--- src/rtl/cil_pkg.sv ---
package cil_pkg;
  localparam int unsigned WORD_W   = 16;
  localparam int unsigned HDR_BITS = 24;
  localparam logic [7:0]  READ_CMD = 8'h03;
  localparam logic [15:0] SLOT_ADDR = 16'h0020;

  typedef enum logic [2:0] {
    ST_IDLE,
    ST_LOAD,
    ST_DRAIN,
    ST_POST,
    ST_DONE
  } seq_state_e;

  // Volatile registers kept out of the tally
  function automatic logic untallied(input logic [15:0] a);
    return (a == 16'h0002) || (a == 16'h0006) ||
           (a == 16'h0008) || (a == 16'h0014);
  endfunction
endpackage

--- src/rtl/cil_rst_sync.sv ---
module cil_rst_sync #(
  parameter int unsigned STAGES = 2
) (
  input  logic clk,
  input  logic rst_n_async,
  output logic rst_n_sync
);
  logic [STAGES-1:0] chain_q;

  always_ff @(posedge clk or negedge rst_n_async) begin
    if (!rst_n_async) chain_q <= '0;
    else              chain_q <= {chain_q[STAGES-2:0], 1'b1};
  end

  assign rst_n_sync = chain_q[STAGES-1];
endmodule

--- src/rtl/cil_spi_stream.sv ---
module cil_spi_stream
  import cil_pkg::*;
#(
  parameter int unsigned ADDR_W = 15
) (
  input  logic              clk,
  input  logic              rst_n,
  input  logic              start,
  input  logic [ADDR_W-1:0] last_idx,
  input  logic              spi_miso,
  output logic              spi_sck,
  output logic              spi_cs_n,
  output logic              spi_mosi,
  output logic              busy,
  output logic              word_v,
  output logic [WORD_W-1:0] word
);
  localparam int unsigned HC_W = $clog2(HDR_BITS);
  localparam int unsigned BC_W = $clog2(WORD_W);

  logic              active_q, active_d;
  logic              sck_q, sck_d;
  logic              stop_q, stop_d;
  logic              hdr_done_q, hdr_done_d;
  logic [HC_W-1:0]   hdr_cnt_q, hdr_cnt_d;
  logic [BC_W-1:0]   bit_cnt_q, bit_cnt_d;
  logic [HDR_BITS-1:0] sh_out_q, sh_out_d;
  logic [WORD_W-2:0] sh_in_q, sh_in_d;
  logic [ADDR_W-1:0] wcnt_q, wcnt_d;
  logic              word_v_q, word_v_d;
  logic [WORD_W-1:0] word_q, word_d;
  logic              rise, fall;

  assign rise = active_q && !sck_q;
  assign fall = active_q &&  sck_q;

  always_comb begin
    active_d   = active_q;
    sck_d      = sck_q;
    stop_d     = stop_q;
    hdr_done_d = hdr_done_q;
    hdr_cnt_d  = hdr_cnt_q;
    bit_cnt_d  = bit_cnt_q;
    sh_out_d   = sh_out_q;
    sh_in_d    = sh_in_q;
    wcnt_d     = wcnt_q;
    word_v_d   = 1'b0;
    word_d     = word_q;
    if (start && !active_q) begin
      active_d   = 1'b1;
      sck_d      = 1'b0;
      stop_d     = 1'b0;
      hdr_done_d = 1'b0;
      hdr_cnt_d  = '0;
      bit_cnt_d  = '0;
      wcnt_d     = '0;
      sh_out_d   = {READ_CMD, 16'h0000};
    end else if (rise) begin
      sck_d = 1'b1;
      if (!hdr_done_q) begin
        hdr_cnt_d = hdr_cnt_q + 1'b1;
        if (hdr_cnt_q == HC_W'(HDR_BITS - 1)) hdr_done_d = 1'b1;
      end else begin
        sh_in_d   = {sh_in_q[WORD_W-3:0], spi_miso};
        bit_cnt_d = bit_cnt_q + 1'b1;
        if (bit_cnt_q == BC_W'(WORD_W - 1)) begin
          word_v_d = 1'b1;
          word_d   = {sh_in_q, spi_miso};
          wcnt_d   = wcnt_q + 1'b1;
          if (wcnt_q == last_idx) stop_d = 1'b1;
        end
      end
    end else if (fall) begin
      sck_d    = 1'b0;
      sh_out_d = {sh_out_q[HDR_BITS-2:0], 1'b0};
      if (stop_q) active_d = 1'b0;
    end
  end

  always_ff @(posedge clk or negedge rst_n) begin
    if (!rst_n) begin
      active_q   <= 1'b0;
      sck_q      <= 1'b0;
      stop_q     <= 1'b0;
      hdr_done_q <= 1'b0;
      hdr_cnt_q  <= '0;
      bit_cnt_q  <= '0;
      sh_out_q   <= '0;
      sh_in_q    <= '0;
      wcnt_q     <= '0;
      word_v_q   <= 1'b0;
      word_q     <= '0;
    end else begin
      active_q   <= active_d;
      sck_q      <= sck_d;
      stop_q     <= stop_d;
      hdr_done_q <= hdr_done_d;
      hdr_cnt_q  <= hdr_cnt_d;
      bit_cnt_q  <= bit_cnt_d;
      sh_out_q   <= sh_out_d;
      sh_in_q    <= sh_in_d;
      wcnt_q     <= wcnt_d;
      word_v_q   <= word_v_d;
      word_q     <= word_d;
    end
  end

  assign spi_sck  = sck_q;
  assign spi_cs_n = ~active_q;
  assign spi_mosi = sh_out_q[HDR_BITS-1];
  assign busy     = active_q;
  assign word_v   = word_v_q;
  assign word     = word_q;

  // mode 0 clock idles low whenever the device is deselected
  a_r2_sck_idle_low: assert property (@(posedge clk) disable iff (!rst_n)
    spi_cs_n |-> !spi_sck)
    else $error("R2: sck high while deselected");

  // a word is only delivered while the transfer is open
  a_r2_word_in_frame: assert property (@(posedge clk) disable iff (!rst_n)
    word_v |-> !spi_cs_n)
    else $error("R2: word delivered outside frame");
endmodule

--- src/rtl/cil_seq.sv ---
module cil_seq
  import cil_pkg::*;
#(
  parameter int unsigned ADDR_W      = 15,
  parameter int unsigned LONG_WORDS  = 32768,
  parameter int unsigned SHORT_WORDS = 1024
) (
  input  logic              clk,
  input  logic              rst_n,
  input  logic              auto_en,
  input  logic              short_sel,
  input  logic              word_v,
  input  logic [WORD_W-1:0] word,
  input  logic              busy,
  input  logic [WORD_W-1:0] mem_rdata,
  output logic              start,
  output logic [ADDR_W-1:0] last_idx,
  output logic              mem_en,
  output logic              mem_we,
  output logic [ADDR_W-1:0] mem_addr,
  output logic [WORD_W-1:0] mem_wdata,
  output logic              ready,
  output logic              ck_fail,
  output logic              rb_err,
  output logic [ADDR_W-1:0] rb_err_addr
);
  localparam logic [ADDR_W-1:0] LONG_LAST  = ADDR_W'(LONG_WORDS - 1);
  localparam logic [ADDR_W-1:0] SHORT_LAST = ADDR_W'(SHORT_WORDS - 1);
  localparam logic [ADDR_W-1:0] SLOT       = ADDR_W'(SLOT_ADDR);

  seq_state_e        state_q, state_d;
  logic [ADDR_W-1:0] last_q, last_d;
  logic [ADDR_W-1:0] addr_q, addr_d;
  logic [WORD_W-1:0] tally_q, tally_d;
  logic [WORD_W-1:0] ck_word_q, ck_word_d;
  logic              wr_v_q, wr_v_d;
  logic              rd_v_q, rd_v_d;
  logic              cmp_v_q, cmp_v_d;
  logic [ADDR_W-1:0] pipe_addr_q, pipe_addr_d;
  logic [WORD_W-1:0] pipe_data_q, pipe_data_d;
  logic              ready_q, ready_d;
  logic              ck_fail_q, ck_fail_d;
  logic              rb_err_q, rb_err_d;
  logic [ADDR_W-1:0] rb_addr_q, rb_addr_d;
  logic              post;

  always_comb begin
    state_d     = state_q;
    last_d      = last_q;
    addr_d      = addr_q;
    tally_d     = tally_q;
    ck_word_d   = ck_word_q;
    wr_v_d      = 1'b0;
    rd_v_d      = wr_v_q;   // read follows the write
    cmp_v_d     = rd_v_q;   // compare follows the read
    pipe_addr_d = pipe_addr_q;
    pipe_data_d = pipe_data_q;
    ready_d     = ready_q;
    ck_fail_d   = ck_fail_q;
    rb_err_d    = rb_err_q;
    rb_addr_d   = rb_addr_q;
    start       = 1'b0;

    if (cmp_v_q && (mem_rdata != pipe_data_q)) begin
      rb_err_d = 1'b1;
      if (!rb_err_q) rb_addr_d = pipe_addr_q;
    end

    unique case (state_q)
      ST_IDLE: begin
        if (auto_en) begin
          start   = 1'b1;
          last_d  = short_sel ? SHORT_LAST : LONG_LAST;
          addr_d  = '0;
          tally_d = '0;
          state_d = ST_LOAD;
        end else begin
          ready_d = 1'b1;
          state_d = ST_DONE;
        end
      end
      ST_LOAD: begin
        if (word_v) begin
          addr_d = addr_q + 1'b1;
          if (!untallied(16'(addr_q))) tally_d = tally_q + word;
          if (addr_q == SLOT) begin
            ck_word_d = word;
          end else begin
            wr_v_d      = 1'b1;
            pipe_addr_d = addr_q;
            pipe_data_d = word;
          end
          if (addr_q == last_q) state_d = ST_DRAIN;
        end
      end
      ST_DRAIN: begin
        if (!busy && !wr_v_q && !rd_v_q && !cmp_v_q) begin
          ready_d   = 1'b1;
          ck_fail_d = (tally_q != '0);
          state_d   = ST_POST;
        end
      end
      ST_POST: state_d = ST_DONE;
      default: state_d = ST_DONE;
    endcase
  end

  always_ff @(posedge clk or negedge rst_n) begin
    if (!rst_n) begin
      state_q     <= ST_IDLE;
      last_q      <= '0;
      addr_q      <= '0;
      tally_q     <= '0;
      ck_word_q   <= '0;
      wr_v_q      <= 1'b0;
      rd_v_q      <= 1'b0;
      cmp_v_q     <= 1'b0;
      pipe_addr_q <= '0;
      pipe_data_q <= '0;
      ready_q     <= 1'b0;
      ck_fail_q   <= 1'b0;
      rb_err_q    <= 1'b0;
      rb_addr_q   <= '0;
    end else begin
      state_q     <= state_d;
      last_q      <= last_d;
      addr_q      <= addr_d;
      tally_q     <= tally_d;
      ck_word_q   <= ck_word_d;
      wr_v_q      <= wr_v_d;
      rd_v_q      <= rd_v_d;
      cmp_v_q     <= cmp_v_d;
      pipe_addr_q <= pipe_addr_d;
      pipe_data_q <= pipe_data_d;
      ready_q     <= ready_d;
      ck_fail_q   <= ck_fail_d;
      rb_err_q    <= rb_err_d;
      rb_addr_q   <= rb_addr_d;
    end
  end

  // slot copy happens in the first ready cycle
  assign post      = (state_q == ST_POST);
  assign mem_en    = wr_v_q | rd_v_q | post;
  assign mem_we    = wr_v_q | post;
  assign mem_addr  = post ? SLOT : pipe_addr_q;
  assign mem_wdata = post ? ck_word_q : pipe_data_q;
  assign last_idx    = last_q;
  assign ready       = ready_q;
  assign ck_fail     = ck_fail_q;
  assign rb_err      = rb_err_q;
  assign rb_err_addr = rb_addr_q;

  // first mismatch address is held once captured
  a_r6_first_addr_held: assert property (@(posedge clk) disable iff (!rst_n)
    rb_err |=> (rb_err && $stable(rb_err_addr)))
    else $error("R6: captured address moved");

  // no access beyond the selected range
  a_r4_addr_in_range: assert property (@(posedge clk) disable iff (!rst_n)
    mem_en |-> (mem_addr <= last_q))
    else $error("R4: access outside range");

  // checksum verdict only visible together with ready
  a_r7_verdict_with_ready: assert property (@(posedge clk) disable iff (!rst_n)
    ck_fail |-> ready)
    else $error("R7: checksum flag before ready");
endmodule

--- src/rtl/cfg_image_loader.sv ---
module cfg_image_loader
  import cil_pkg::*;
#(
  parameter int unsigned LONG_WORDS  = 32768,
  parameter int unsigned SHORT_WORDS = 1024,
  parameter int unsigned ADDR_W      = $clog2(LONG_WORDS),
  parameter int unsigned SYNC_STAGES = 2
) (
  input  logic              clk,
  input  logic              rst_n,
  input  logic              auto_en,
  input  logic              short_sel,
  output logic              spi_sck,
  output logic              spi_cs_n,
  output logic              spi_mosi,
  input  logic              spi_miso,
  output logic              mem_en,
  output logic              mem_we,
  output logic [ADDR_W-1:0] mem_addr,
  output logic [15:0]       mem_wdata,
  input  logic [15:0]       mem_rdata,
  output logic              ready,
  output logic              ck_fail,
  output logic              rb_err,
  output logic [ADDR_W-1:0] rb_err_addr
);
  localparam logic [ADDR_W-1:0] SLOT = ADDR_W'(SLOT_ADDR);

  logic              rst_s;
  logic              start;
  logic [ADDR_W-1:0] last_idx;
  logic              busy;
  logic              word_v;
  logic [WORD_W-1:0] word;

  cil_rst_sync #(.STAGES(SYNC_STAGES)) u_rst (
    .clk        (clk),
    .rst_n_async(rst_n),
    .rst_n_sync (rst_s)
  );

  cil_spi_stream #(.ADDR_W(ADDR_W)) u_spi (
    .clk     (clk),
    .rst_n   (rst_s),
    .start   (start),
    .last_idx(last_idx),
    .spi_miso(spi_miso),
    .spi_sck (spi_sck),
    .spi_cs_n(spi_cs_n),
    .spi_mosi(spi_mosi),
    .busy    (busy),
    .word_v  (word_v),
    .word    (word)
  );

  cil_seq #(
    .ADDR_W     (ADDR_W),
    .LONG_WORDS (LONG_WORDS),
    .SHORT_WORDS(SHORT_WORDS)
  ) u_seq (
    .clk        (clk),
    .rst_n      (rst_s),
    .auto_en    (auto_en),
    .short_sel  (short_sel),
    .word_v     (word_v),
    .word       (word),
    .busy       (busy),
    .mem_rdata  (mem_rdata),
    .start      (start),
    .last_idx   (last_idx),
    .mem_en     (mem_en),
    .mem_we     (mem_we),
    .mem_addr   (mem_addr),
    .mem_wdata  (mem_wdata),
    .ready      (ready),
    .ck_fail    (ck_fail),
    .rb_err     (rb_err),
    .rb_err_addr(rb_err_addr)
  );

  // ready never drops before reset
  a_r10_ready_sticky: assert property (@(posedge clk) disable iff (!rst_s)
    ready |=> ready)
    else $error("R10: ready dropped");

  // bus is released whenever ready is high
  a_r10_bus_idle: assert property (@(posedge clk) disable iff (!rst_s)
    ready |-> spi_cs_n)
    else $error("R10: SPI active with ready high");

  // a load write is followed by a read of the same address
  a_r5_readback_follows: assert property (@(posedge clk) disable iff (!rst_s)
    (mem_en && mem_we && !ready) |=>
      (mem_en && !mem_we && mem_addr == $past(mem_addr)))
    else $error("R5: read-back missing");

  // the slot is written only with ready high
  a_r11_slot_after_ready: assert property (@(posedge clk) disable iff (!rst_s)
    (mem_en && mem_we && mem_addr == SLOT) |-> ready)
    else $error("R11: slot written before ready");
endmodule

--- config.mk ---
export PLATFORM = sky130hd
export DESIGN_NAME = cfg_image_loader
export DESIGN_NICKNAME = d
export VERILOG_FILES = /design/src/rtl/cil_pkg.sv /design/src/rtl/cil_rst_sync.sv /design/src/rtl/cil_spi_stream.sv /design/src/rtl/cil_seq.sv /design/src/rtl/cfg_image_loader.sv
export SDC_FILE = /design/constraint.sdc
export NUM_CORES = 1
export LEC_CHECK = 0
export BUFFER_PORTS_ARGS = -buffer_cell sky130_fd_sc_hd__buf_2
export CAP_MARGIN = 5
export CORE_MARGIN = 2
export CORE_UTILIZATION = 44
export CTS_BUF_LIST = sky130_fd_sc_hd__clkbuf_4 sky130_fd_sc_hd__clkbuf_8
export DETAILED_ROUTE_END_ITERATION = 16
export PLACE_DENSITY = 0.66
export SYNTH_ARGS = -nofsm -noshare
export SYNTH_HDL_FRONTEND = slang
export SYNTH_HIERARCHICAL = 1
export SYNTH_SLANG_ARGS = --single-unit
export TNS_END_PERCENT = 30
--- constraint.sdc ---
create_clock -name clk -period 9.65 [get_ports clk]
set_clock_uncertainty 0.15 [all_clocks]
set_input_delay 1.93 -clock clk [delete_from_list [all_inputs] [get_ports clk]]
set_output_delay 1.93 -clock clk [all_outputs]
set_load 0.01 [all_outputs]
== Word level (Yosys, flattened, before mapping) ==
Cells that the tools add are included.
Cells by class
  $add $sub $neg: 5
  reduce and logical (&&, ||, !) cells: 43
  bitwise gates (word level): 7
  eq/ne operators: 21
  muxes and demuxes: 56
Operator list (count)
  15-bit 2-to-1 mux: 8
  24-bit 2-to-1 mux: 3
  16-bit 2-to-1 mux: 4
  16-bit one-hot mux with 2 select lines: 1
  15-bit by 1-bit adder with 15-bit output, second input constant: 2
  15-bit equality test: 2
  15-bit one-hot mux with 2 select lines: 1
  1-bit 2-to-1 mux: 27
  3-bit AND reduction: 8
  16-bit adder: 1
  16-bit != test: 1
  16-bit nonzero test: 1
  2-bit nonzero test: 8
  15-bit by 2-bit equality test with 1-bit output, second input constant: 1
  15-bit by 3-bit equality test with 1-bit output, second input constant: 1
  15-bit by 4-bit equality test with 1-bit output, second input constant: 1
  15-bit by 5-bit equality test with 1-bit output, second input constant: 1
  15-bit by 6-bit equality test with 1-bit output, second input constant: 1
  5-bit 2-to-1 mux: 3
  3-bit 2-to-1 mux: 4
  4-bit 2-to-1 mux: 3
  2-bit != test, second input constant: 6
  2-bit AND reduction: 6
  4-bit AND reduction: 3
  other kinds (16): 35
Word-level totals
  register bits: 203
  output and inout bits: 54
  logic and storage cells: 158
  input port bits: 21

== Depth between registers and ports, before layout ==
  depth in word-level cells: 7
  depth in mapped cells: 12
  gate-level depth less buffers: 10

== Hierarchy ==
The synthesis kept the hierarchy.
By module, submodules not included
  cil_seq: area an instance 5499.0 sq um, cells an instance 554, sequential area each 2602.5 sq um, instances 1
  cil_spi_stream: area an instance 3045.4 sq um, cells an instance 289, sequential area each 1701.6 sq um, instances 1
  cil_rst_sync: area an instance 53.8 sq um, cells an instance 3, sequential area each 50.0 sq um, instances 1

== Worst setup path after synthesis ==
OpenSTA, ideal clock, no wires.
  path type: input port to flip-flop
  start: input port auto_en
  end: register u_spi.wcnt_q[13]
  slack: 5791 ps
  cell stages on the path: 8
  data arrival time: 3631 ps
  cell sequence: nand2_1 > or3_4 > clkinv_2 > clkbuf_1 > nor2b_1 > a21oi_1 > or4_1 > a21oi_1
Between the ends
  longest elaborated chain between the ends: 5
Ends and longest elaborated chain
  from (decl): line cfg_image_loader.sv:11  | input logic auto_en,
  1-bit 2-to-1 mux *: line cil_seq.sv:71  | if (auto_en) begin
  1-bit 2-to-1 mux *: line cil_seq.sv:69  | unique case (state_q)
  named net start: line cfg_image_loader.sv:30  | logic start;
  1-bit logical AND *: line cil_spi_stream.sv:49  | if (start && !active_q) begin
  2-bit nonzero test (no line)
  3-bit AND reduction (no line)
  to (signal assigned): line cil_spi_stream.sv:102  | wcnt_q <= wcnt_d;
  to (decl): line cil_spi_stream.sv:29  | logic [ADDR_W-1:0] wcnt_q, wcnt_d;
Mark *: on every way through the listed nets, which the timed path passes. The rest lies on a longest branch.
A chain may end at the register's enable or synchronous reset.

== Worst setup path after layout ==
  start: register u_seq.state_q[1]
  end: output port mem_wdata[9]
Between the ends
  longest elaborated chain between the ends: 2
Ends and longest elaborated chain
  from (decl): line cil_seq.sv:31  | seq_state_e state_q, state_d;
  from (signal assigned): line cil_seq.sv:125  | state_q <= state_d;
  3-bit by 2-bit equality test with 1-bit output: line cil_seq.sv:143  | assign post = (state_q == ST_POST);
  16-bit 2-to-1 mux: line cil_seq.sv:147  | assign mem_wdata = post ? ck_word_q : pipe_data_q;
  to (decl): line cfg_image_loader.sv:20  | output logic [15:0] mem_wdata,
No other way between the ends.

==> impl_results.md <==
* Max VDD drop at 0.0735 mV
* IO Port Bufs at 74
* Initial DRC count at 312
* Initial antenna violation count at 0
* Clock share of power at 39.4%
* R2R cell count at 8
* Startpoint Class: register
* Fin. Hold Viols at 0
* Register area share after synthesis at 50.6%
* Path type of the worst min-delay path: reg -> async
* Max cap viols at 0
* R2R Path End: u_seq/tally_q[15]$_DFFE_PN0P_
* Post-DP Area at 0.00910 mm^2
* Cell area power density at 131 mW/mm^2
* Synth area leaders: dfrtp_1 (51%), mux2_2 (8.3%), nand2_1 (8.3%)
* Top FF cell, synth: dfrtp_1
* Post-Synth Adder-Cell Area at 3.29%
* P_int at 951 uW
* Synthesis-to-layout area growth at 10.3%
* NumNets Final at 942
* Core Util, Final at 49.0%
* Tightest Pin Transition at 0.938 ns
* CP required at 7.57 ns
* Post-synthesis xor/xnor area fraction at 6.52%
* Number of flops mapped to enable cells by yosys at 0
* Max FO, Critical Path at 33
* Synth area leader: dfrtp_1
* Pin count of the biggest net entering global routing at 78
* Reg2reg setup slack at 6.84 ns
* CTS tree: yes
* Remaining global-route overflow at 0
* Yosys warns at 6
* Fin. max-slew vios at 0
* Psw at 291 uW
* Rel. slew slack at 37.5%
* Final setup viols at 0
* Crit Path Category: reg -> out
* Die Ht at 144 um
* Placer congestion estimate at 0.846
* Fmax achieved at 247 MHz
* Sequential Power Share at 59.0%
* Fin crit period at 4.04 ns
* Net Sw Frac at 23.4%
* Synthesized-area fraction occupied by and/or/nand/nor cells at 18.8%
* Htree depth at 4
* Post-layout instance area at 0.00948 mm^2
* I/O pin count at 75
* Final cycle utilization of the critical path at 41.9%
* Global-route wire length before repair at 28,600 um
* DRC at 0
* ANT cells at 0
* Post-synth ARST share at 100%
* GR Util All Layers at 17.3%
* Post-synth top cells: nand2_1 (189), dfrtp_1 (174), mux2_2 (63)
* Seq cells post-synth at 174
* Worst setup EP type: primary output
* # rows at 51
* Most numerous cell in the Yosys netlist: nand2_1
* Post-synthesis mux area share at 8.72%
* Synth cell types at 68
* Syn Area/Cell at 10.2 um^2
* Post-DP HPWL at 12,100 um
* DR vias/cell at 5.14
* Unrepaired setup endpoints after global routing: no
* Status: complete, no violations
* Number of post-CTS setup repair buffers at 0
* Fill cell count at 1,806
* DRT Pass-1 Iters at 5
* Post_cts resized at 0
* Detailed-route via count at 6,052
* Layout cells sized above 1 at 21.5%
* Hold_ws at 0.190 ns
* Cell count after synthesis at 846
* Clk_lat worst skew at 0.45 ns
* Critical path arrival at 1.96 ns
* Wire per inst at 14.6 um
* CTS max path bufs at 2
* DIE WIDTH at 144 um
* Leak at 0.00478 uW
* Post-synthesis compound-gate area fraction at 8.19%
* TritonCTS Sinks at 174
* Routed Antenna Nets at 0
* Full die area at 0.0207 mm^2
* Setup TNS at 0 ns
* Worst r2r src: u_seq/tally_q[1]$_DFFE_PN0P_
* # hold bufs at CTS at 0
* CTS Root Cell: clkbuf_8
* Mapped cell area at 0.00860 mm^2
* Power, Total at 1240 uW
* Combinational power share at 1.6%
* Vias in the first global route at 5,715
* Core Region at 0.0193 mm^2
* Syn Nets at 889
* Main combinational cell family by area after synthesis: simple AND/OR/NAND/NOR gates
* Initial Utilization at 44.5%
* Inserted Clock Buffers at 17
* Clock slew at reported path FFs at 0.10 ns
* WL final at 17,200 um
* Top cell type's share of synthesized area at 50.6%
==> through the flow <==
| stage | setup slack, ns | std cells |
|---|---|---|
| after CTS | 5.57 | 1177 |
| after global routing | 5.46 | 1177 |
| after global placement | 5.64 | 1145 |
| final | 5.61 | 1177 |
| after detailed placement | 5.61 | 1145 |
| after floorplan | 4.29 | 846 |
==> how the worst max path moves through the flow <==
stage                                 startpoint                           end  cells after the start
global placement                         auto_en  u_seq/addr_q[14]$_DFFE_PN0P_                      9
detailed placement                       auto_en  u_seq/addr_q[14]$_DFFE_PN0P_                      9
floorplan             u_rst/chain_q[1]$_DFF_PN0_   u_seq/addr_q[0]$_DFFE_PN0P_                      0
global route        u_seq/state_q[1]$_DFFE_PN0P_                  mem_wdata[9]                      4
finish              u_seq/state_q[1]$_DFFE_PN0P_                  mem_wdata[9]                      4
CTS                 u_seq/state_q[1]$_DFFE_PN0P_                  mem_wdata[9]                      4
==> sequential cells by signal, indices dropped and copies added, names as in the netlist, 3 cells and up <==
name and cells:
u_spi/bit_cnt_q 4, u_spi/sh_out_q 8, u_spi/hdr_cnt_q 5, u_seq/state_q 3, u_seq/pipe_data_q 16, u_spi/wcnt_q 15
u_seq/tally_q 16, u_seq/rb_err_addr 15, u_spi/sh_in_q 15, u_spi/word 16, u_seq/pipe_addr_q 15, u_seq/addr_q 15
u_seq/ck_word_q 16
==> layer usage <==
layer / part of all wire, % / global-route usage, % / vias up
met4: 1.6 / 5.93 / 0
met1: 50 / 25.3 / 2924
li1: - / - / 3001
met3: 3.2 / 2.80 / 19
met5: 0 / 0 / -
met2: 45 / 26.3 / 108
==> cell usage in the layout (no fill, tap or decap), types with 6 or more instances in the layout <==
cell type,count
nand2_1,189
dfrtp_1,173
buf_2,74
mux2_2,63
xnor2_1,41
nor2_1,39
o21ai_0,39
a21oi_1,24
xor2_1,23
ha_1,21
clkbuf_8,17
and2_1,16
nand4_1,16
nand3_1,15
inv_1,13
nor4_1,11
a21o_1,10
or3_1,9
buf_4,8
nand2b_1,7
nor3_1,7
a22o_1,6
==> power by group through the flow <==
stage | clock, uW | sequential, uW | combinational, uW
floorplan | 0 | 754 | 3.55
global placement | 0 | 747 | 20.6
detailed placement | 0 | 748 | 20.6
CTS | 509 | 733 | 20.6
global route | 536 | 734 | 22.8
finish | 490 | 733 | 19.5
==> layout make-up <==
cell class | count | area, um^2 | share of cell area (%)
Clock inverter | 13 | 133 | 1.40
Tap cell | 265 | 332 | 3.50
Sequential cell | 174 | 4360 | 46.0
Timing Repair Buffer | 82 | 430 | 4.54
Inverter | 16 | 61.3 | 0.647
Clock buffer | 19 | 249 | 2.63
Multi-Input combinational cell | 608 | 3920 | 41.3
==> kinds of logic after synthesis <==
| family | after synthesis |
|---|---|
| AO/OA/AOI/OAI | 111 |
| XOR/XNOR | 64 |
| multiplexers | 67 |
| AND/OR/NAND/NOR | 343 |
| adder cells (fa/ha/maj) | 22 |
| flip-flops | 174 |
| buffers and inverters | 64 |
| other | 1 |
==> worst max-delay path, stage by stage (launching register included) <==
cell      delay, ns
dfrtp_1        0.49
nand3b_1       0.13
buf_4          0.33
mux2_2         0.39
buf_2          0.14
(Power assumes the default switching activity.)
